--- src/rtl/fmt_pkg.sv ---
// Package: shared width and the restart phase type for the output formatter.
// Assumes: the output word is always 16 bits wide.
package fmt_pkg;
    localparam int OUT_W = 16;

    typedef logic [OUT_W-1:0] word_t;

    // Restart sequencing after sync release
    typedef enum logic [1:0] {
        PH_CLEAR = 2'd0,   // first edge after release: arm only
        PH_ARM   = 2'd1,   // second edge: forced first strobe
        PH_RUN   = 2'd2    // normal operation
    } phase_t;
endpackage

--- src/rtl/fmt_saturate.sv ---
// Module: fmt_saturate
// Limits a wide signed result to the 16-bit two's complement range and
// reports whether limiting took place. Purely combinational.
// Assumes: IN_W >= 18 so both overflow directions are representable.
module fmt_saturate
    import fmt_pkg::*;
#(
    parameter int IN_W = 20
) (
    input  logic [IN_W-1:0] res_i,
    output word_t           word_o,
    output logic            over_o
);
    // Bits that must all match the output sign bit for the value to fit
    localparam int HEAD_W = IN_W - OUT_W + 1;

    logic [HEAD_W-1:0] head;
    logic              fits;

    // Decide range and pick the passed or clipped word
    always_comb begin
        head   = res_i[IN_W-1:OUT_W-1];
        fits   = (&head) | ~(|head);
        over_o = ~fits;
        if (fits) begin
            word_o = res_i[OUT_W-1:0];
        end else if (res_i[IN_W-1]) begin
            word_o = {1'b1, {(OUT_W-1){1'b0}}};
        end else begin
            word_o = {1'b0, {(OUT_W-1){1'b1}}};
        end
    end
endmodule

--- src/rtl/fmt_sequencer.sv ---
// Module: fmt_sequencer
// Owns the data-ready strobe and the restart timing after sync release.
// One edge arms, the next forces a first strobe; after that each accepted
// valid pulse gives a one-clock low strobe.
// Assumes: valid pulses are separated by at least one idle edge; a pulse
// arriving while the strobe is low is dropped.
module fmt_sequencer
    import fmt_pkg::*;
(
    input  logic clk,
    input  logic sync_n,
    input  logic res_valid,
    output logic load_o,
    output logic drdy_n
);
    phase_t phase_q;
    logic   strobe;

    // Accept a sample once armed and not directly after a strobe
    always_comb begin
        load_o = res_valid && (phase_q != PH_CLEAR) && drdy_n;
        strobe = (phase_q == PH_ARM) || load_o;
    end

    // Advance the restart phase
    always_ff @(posedge clk or negedge sync_n) begin
        if (!sync_n) begin
            phase_q <= PH_CLEAR;
        end else begin
            case (phase_q)
                PH_CLEAR: phase_q <= PH_ARM;
                PH_ARM:   phase_q <= PH_RUN;
                default:  phase_q <= PH_RUN;
            endcase
        end
    end

    // Register the active-low strobe
    always_ff @(posedge clk or negedge sync_n) begin
        if (!sync_n) begin
            drdy_n <= 1'b1;
        end else begin
            drdy_n <= ~strobe;
        end
    end
endmodule

--- src/rtl/fmt_outreg.sv ---
// Module: fmt_outreg
// Holds the presented word and overrange flag. Both load together on the
// edge that lowers the strobe and hold otherwise.
// Assumes: load_i is high only at strobe edges.
module fmt_outreg
    import fmt_pkg::*;
(
    input  logic  clk,
    input  logic  sync_n,
    input  logic  load_i,
    input  word_t word_i,
    input  logic  over_i,
    output word_t word_q,
    output logic  ovr_q
);
    // Capture word and flag as one pair
    always_ff @(posedge clk or negedge sync_n) begin
        if (!sync_n) begin
            word_q <= '0;
            ovr_q  <= 1'b0;
        end else if (load_i) begin
            word_q <= word_i;
            ovr_q  <= over_i;
        end
    end
endmodule

--- src/rtl/fmt_busgate.sv ---
// Module: fmt_busgate
// Models the tri-state read bus as an enable plus a data port that reads
// zero when not enabled. Combinational.
// Assumes: cs_n and rd_n are already synchronous to the reader.
module fmt_busgate
    import fmt_pkg::*;
(
    input  logic  cs_n,
    input  logic  rd_n,
    input  word_t word_i,
    output word_t dout,
    output logic  dout_oe
);
    // Enable only on both selects low
    always_comb begin
        dout_oe = ~cs_n & ~rd_n;
        dout    = dout_oe ? word_i : '0;
    end
endmodule

--- src/rtl/fmt_out_formatter.sv ---
// Module: fmt_out_formatter (top)
// Converter back end: saturates the filter result to 16 bits, flags
// overrange, strobes data-ready and drives the gated read bus.
// Assumes: IN_W >= 18; sync_n changes away from rising clock edges.
module fmt_out_formatter
    import fmt_pkg::*;
#(
    parameter int IN_W = 20
) (
    input  logic            clk,
    input  logic            sync_n,
    input  logic            res_valid,
    input  logic [IN_W-1:0] res_data,
    input  logic            cs_n,
    input  logic            rd_n,
    output logic [15:0]     dout,
    output logic            dout_oe,
    output logic            drdy_n,
    output logic            ovr
);
    word_t sat_word;
    logic  sat_over;
    logic  load;
    word_t word_q;

    fmt_saturate #(.IN_W(IN_W)) u_sat (
        .res_i  (res_data),
        .word_o (sat_word),
        .over_o (sat_over)
    );

    fmt_sequencer u_seq (
        .clk       (clk),
        .sync_n    (sync_n),
        .res_valid (res_valid),
        .load_o    (load),
        .drdy_n    (drdy_n)
    );

    fmt_outreg u_reg (
        .clk    (clk),
        .sync_n (sync_n),
        .load_i (load),
        .word_i (sat_word),
        .over_i (sat_over),
        .word_q (word_q),
        .ovr_q  (ovr)
    );

    fmt_busgate u_bus (
        .cs_n    (cs_n),
        .rd_n    (rd_n),
        .word_i  (word_q),
        .dout    (dout),
        .dout_oe (dout_oe)
    );
endmodule

--- config.mk ---
export PLATFORM = sky130hd
export DESIGN_NAME = fmt_out_formatter
export DESIGN_NICKNAME = d
export VERILOG_FILES = /design/src/rtl/fmt_pkg.sv /design/src/rtl/fmt_saturate.sv /design/src/rtl/fmt_sequencer.sv /design/src/rtl/fmt_outreg.sv /design/src/rtl/fmt_busgate.sv /design/src/rtl/fmt_out_formatter.sv
export SDC_FILE = /design/constraint.sdc
export NUM_CORES = 1
export LEC_CHECK = 0
export ABC_CLOCK_PERIOD_IN_PS = 3700
export BUFFER_PORTS_ARGS = -buffer_cell sky130_fd_sc_hd__buf_4
export CAP_MARGIN = 5
export CORE_ASPECT_RATIO = 1.75
export CORE_UTILIZATION = 56
export DETAILED_ROUTE_END_ITERATION = 8
export HOLD_SLACK_MARGIN = 0.06
export MAX_ROUTING_LAYER = met4
export PLACE_DENSITY_LB_ADDON = 0.12
export RECOVER_POWER = 50
export SLEW_MARGIN = 20
export SYNTH_ARGS = -nofsm -noshare
export SYNTH_HDL_FRONTEND = slang
export SYNTH_HIERARCHICAL = 1
export SYNTH_SLANG_ARGS = --single-unit
export TNS_END_PERCENT = 100
--- constraint.sdc ---
create_clock -name clk -period 3.7 [get_ports clk]
set_clock_uncertainty 0.1 [all_clocks]
set_input_delay 0.555 -clock clk [delete_from_list [all_inputs] [get_ports clk]]
set_output_delay 0.555 -clock clk [all_outputs]
set_load 0.1 [all_outputs]
==> impl_metrics.json <==
{
  "status": "finished, final reports clean",
  "hold_viol": 0,
  "dp_hpwl_mm": 2.39,
  "setup_viol": 0,
  "min_from": "u_seq/phase_q[0]$_DFF_PN0_",
  "antenna_found_initial": 0,
  "rsz0062_at_grt": "no",
  "syn_area_per_cell_sq_um": 11.7,
  "synthCells": 130,
  "crit_path_end_kind": "primary output",
  "arrival_ns": 1.74,
  "synth_common_cells": "19 x dfrtp_1, 19 x nor2_1, 15 x nand4_1",
  "rows": 24,
  "area_delta_synth_final_pct": 14.0,
  "viasPerCell": 6.40,
  "start_util_pct": 60.2,
  "cts_root_buffer": "clkbuf_8",
  "p_per_area_mw_per_mm2": 403,
  "clk_pin_slew_ns": 0.07,
  "die_w_um": 41.4,
  "setup-tns-final_ns": 0,
  "max_clock_freq_ghz": 0.418,
  "whs_path_depth": 1,
  "numClockSinks": 20,
  "remaining_drc_errors": 0,
  "final_nets": 186,
  "synthTopCellsByArea": "dfrtp_1 31%, a221oi_2 9.9%, mux2_4 9.9%",
  "syn_area_sq_mm": 0.00152,
  "grt-ovfl-total": 0,
  "ys.flop_type": "dfrtp_1",
  "sw_frac_of_total_pct": 37.0,
  "period_needed_ns": 2.39,
  "rr_worst_depth": 4,
  "cp.required_ns": 3.04,
  "ant_nets": 0,
  "cts-hold-fix-buffers": 1,
  "yosysUniqueCellTypes": 24,
  "path_cells": "buf_4, nor2_1, clkbuf_1",
  "ctsHtreeMaxLevel": 1,
  "cts-buffers-inserted": 3,
  "drive_gt1_share_pct": 50.0,
  "power_frac_comb_pct": 37.5,
  "hold_end": "u_seq/phase_q[0]$_DFF_PN0_",
  "cts.repair.resized": 0,
  "r2r-start": "u_seq/drdy_n$_DFF_PN1_",
  "synth_top_cell_area_share_pct": 31.3,
  "io_buffer_count": 43,
  "p_switching_mw": 0.258,
  "wire_per_inst_um": 18.7,
  "synthArstFlopShare_pct": 100,
  "p_seq_share_pct": 38.1,
  "drt-total-wl_mm": 3.47,
  "dr.pass1.iters": 4,
  "total_leakage_power_nw": 0.721,
  "maxCapViolCount": 0,
  "grt_pass1_vias": 1136,
  "cell_internal_pwr_mw": 0.439,
  "boundaryPins": 44,
  "slew_violations": 0,
  "n_antenna_cell": 0,
  "fin_util_pct": 68.7,
  "ys_seq_area_share_pct": 33.0,
  "core_sq_mm": 0.00252,
  "synth_top_cell_by_area": "dfrtp_1",
  "reg2reg_slack_ns": 1.51,
  "worstMarginPinSlew_ns": 1.18,
  "cts_tree": "done",
  "syn_nets": 155,
  "grt_max_degree": 21,
  "initialDrtViolationCount": 35,
  "maxSlewHeadroom_pct": 21.8,
  "clk_latency_ns": 0.27,
  "path_max_fanout": 17,
  "grt_pass1_wl_mm": 5.38,
  "fin_worst_hold_slack_ns": 0.354,
  "die_h_um": 70.9,
  "track_usage_pct": 27.2,
  "gp_congestion": 0.775,
  "ys_ff_latch": 20,
  "period_share_pct": 64.7,
  "synth-warning-count": 6,
  "startpoint_type": "input port",
  "irDropWorstVdd_v": 0.000260,
  "die_area_sq_mm": 0.00293,
  "vias": 1191,
  "r2r-end": "u_reg/word_q[13]$_DFFE_PN0P_",
  "post_cts_buffers": 0,
  "cpPeakStageDelay_ns": 0.86,
  "crit_slowest_cell": "clkbuf_1",
  "synth-edff-count": 0,
  "crit_type": "in2out",
  "clockPowerShare_pct": 24.3,
  "clock_path_buffers": 2,
  "hold_path.class": "reg2reg"
}
power groups by stage:
stage,Sequential (mW),Combinational (mW),Clock (mW)
2_1_floorplan,0.273,0.213,0
3_3_place_gp,0.269,0.260,0
3_5_place_dp,0.270,0.265,0
4_1_cts,0.267,0.266,0.173
5_1_grt,0.271,0.274,0.179
6_report,0.266,0.262,0.170
area by class of cell:
class | count | area (sq um)
multi-input combinational | 90 | 817
fill | 212 | 791
sequential | 20 | 502
timing repair buffer | 45 | 322
clock buffer | 4 | 55.1
tap | 26 | 32.5
inverter | 1 | 3.75
metal layers:
layer | vias to the layer above | share of wire (%) | track usage, %
li1 | 549 | - | -
met1 | 594 | 37 | 30.7
met2 | 41 | 57 | 47.4
met3 | 7 | 4.5 | 1.88
met4 | 0 | 1.4 | 8.60
met5 | - | 0 | -
cells in the final DEF (no fill, tap or decap):
| cell | count |
|---|---|
| a221oi_1 | 5 |
| nor3b_2 | 9 |
| nor3_4 | 1 |
| nor3b_1 | 7 |
| clkbuf_1 | 5 |
| nor2b_4 | 1 |
| nor2_1 | 19 |
| a22oi_1 | 1 |
| a31oi_1 | 1 |
| nand4_1 | 15 |
| and4_1 | 1 |
| a221oi_2 | 10 |
| dlygate4sd3_1 | 1 |
| nor3_1 | 1 |
| mux2_2 | 7 |
| dfstp_1 | 1 |
| dfrtp_1 | 19 |
| mux2_4 | 9 |
| buf_4 | 39 |
| inv_1 | 1 |
| clkbuf_8 | 4 |
| nor2b_1 | 1 |
| mux2_1 | 1 |
| nand2_1 | 1 |
flip-flops by register name, indices dropped and copies added (netlist names):
register,cells
u_reg/word_q,16
u_seq/phase_q,2
u_reg/ovr_q,1
u_seq/drdy_n,1
how the worst max path moves through the flow:
stage | cells after the start | slack, ns | end | from
5_1_grt | 3 | 1.28 | dout_oe | rd_n
4_1_cts | 3 | 1.72 | dout[5] | rd_n
3_5_place_dp | 4 | 1.57 | u_reg/word_q[1]$_DFFE_PN0P_ | res_data[17]
6_report | 3 | 1.31 | dout_oe | rd_n
2_1_floorplan | 2 | 0.16 | dout[0] | rd_n
3_3_place_gp | 4 | 1.63 | u_reg/word_q[14]$_DFFE_PN0P_ | res_data[17]
through the flow:
stage | worst slack, ns | instances | power, mW | cell area [sq um]
CTS | 1.72 | 186 | 0.706 | 1750
detailed placement | 1.57 | 181 | 0.535 | 1690
global route | 1.28 | 186 | 0.724 | 1730
floorplan | 0.162 | 130 | 0.486 | 1520
global placement | 1.63 | 181 | 0.529 | 1690
finish | 1.31 | 186 | 0.697 | 1730
critical path, delay by kind of cell:
kind	cells	cell delay, ns
buffers and inverters	2	1.05
and+or+nand+nor	1	0.12
cell families (layout without fill, tap and decap cells):
| kind of cell | Yosys count | count (layout) | synth area share, % |
|---|---|---|---|
| DFF | 20 | 20 | 33.0 |
| muxes | 17 | 17 | 15.1 |
| and+or+nand+nor | 56 | 56 | 25.3 |
| AOI/OAI and AO/OA | 17 | 17 | 13.7 |
| buffers and inverters | 20 | 50 | 12.9 |
(Power assumes the default switching activity.)
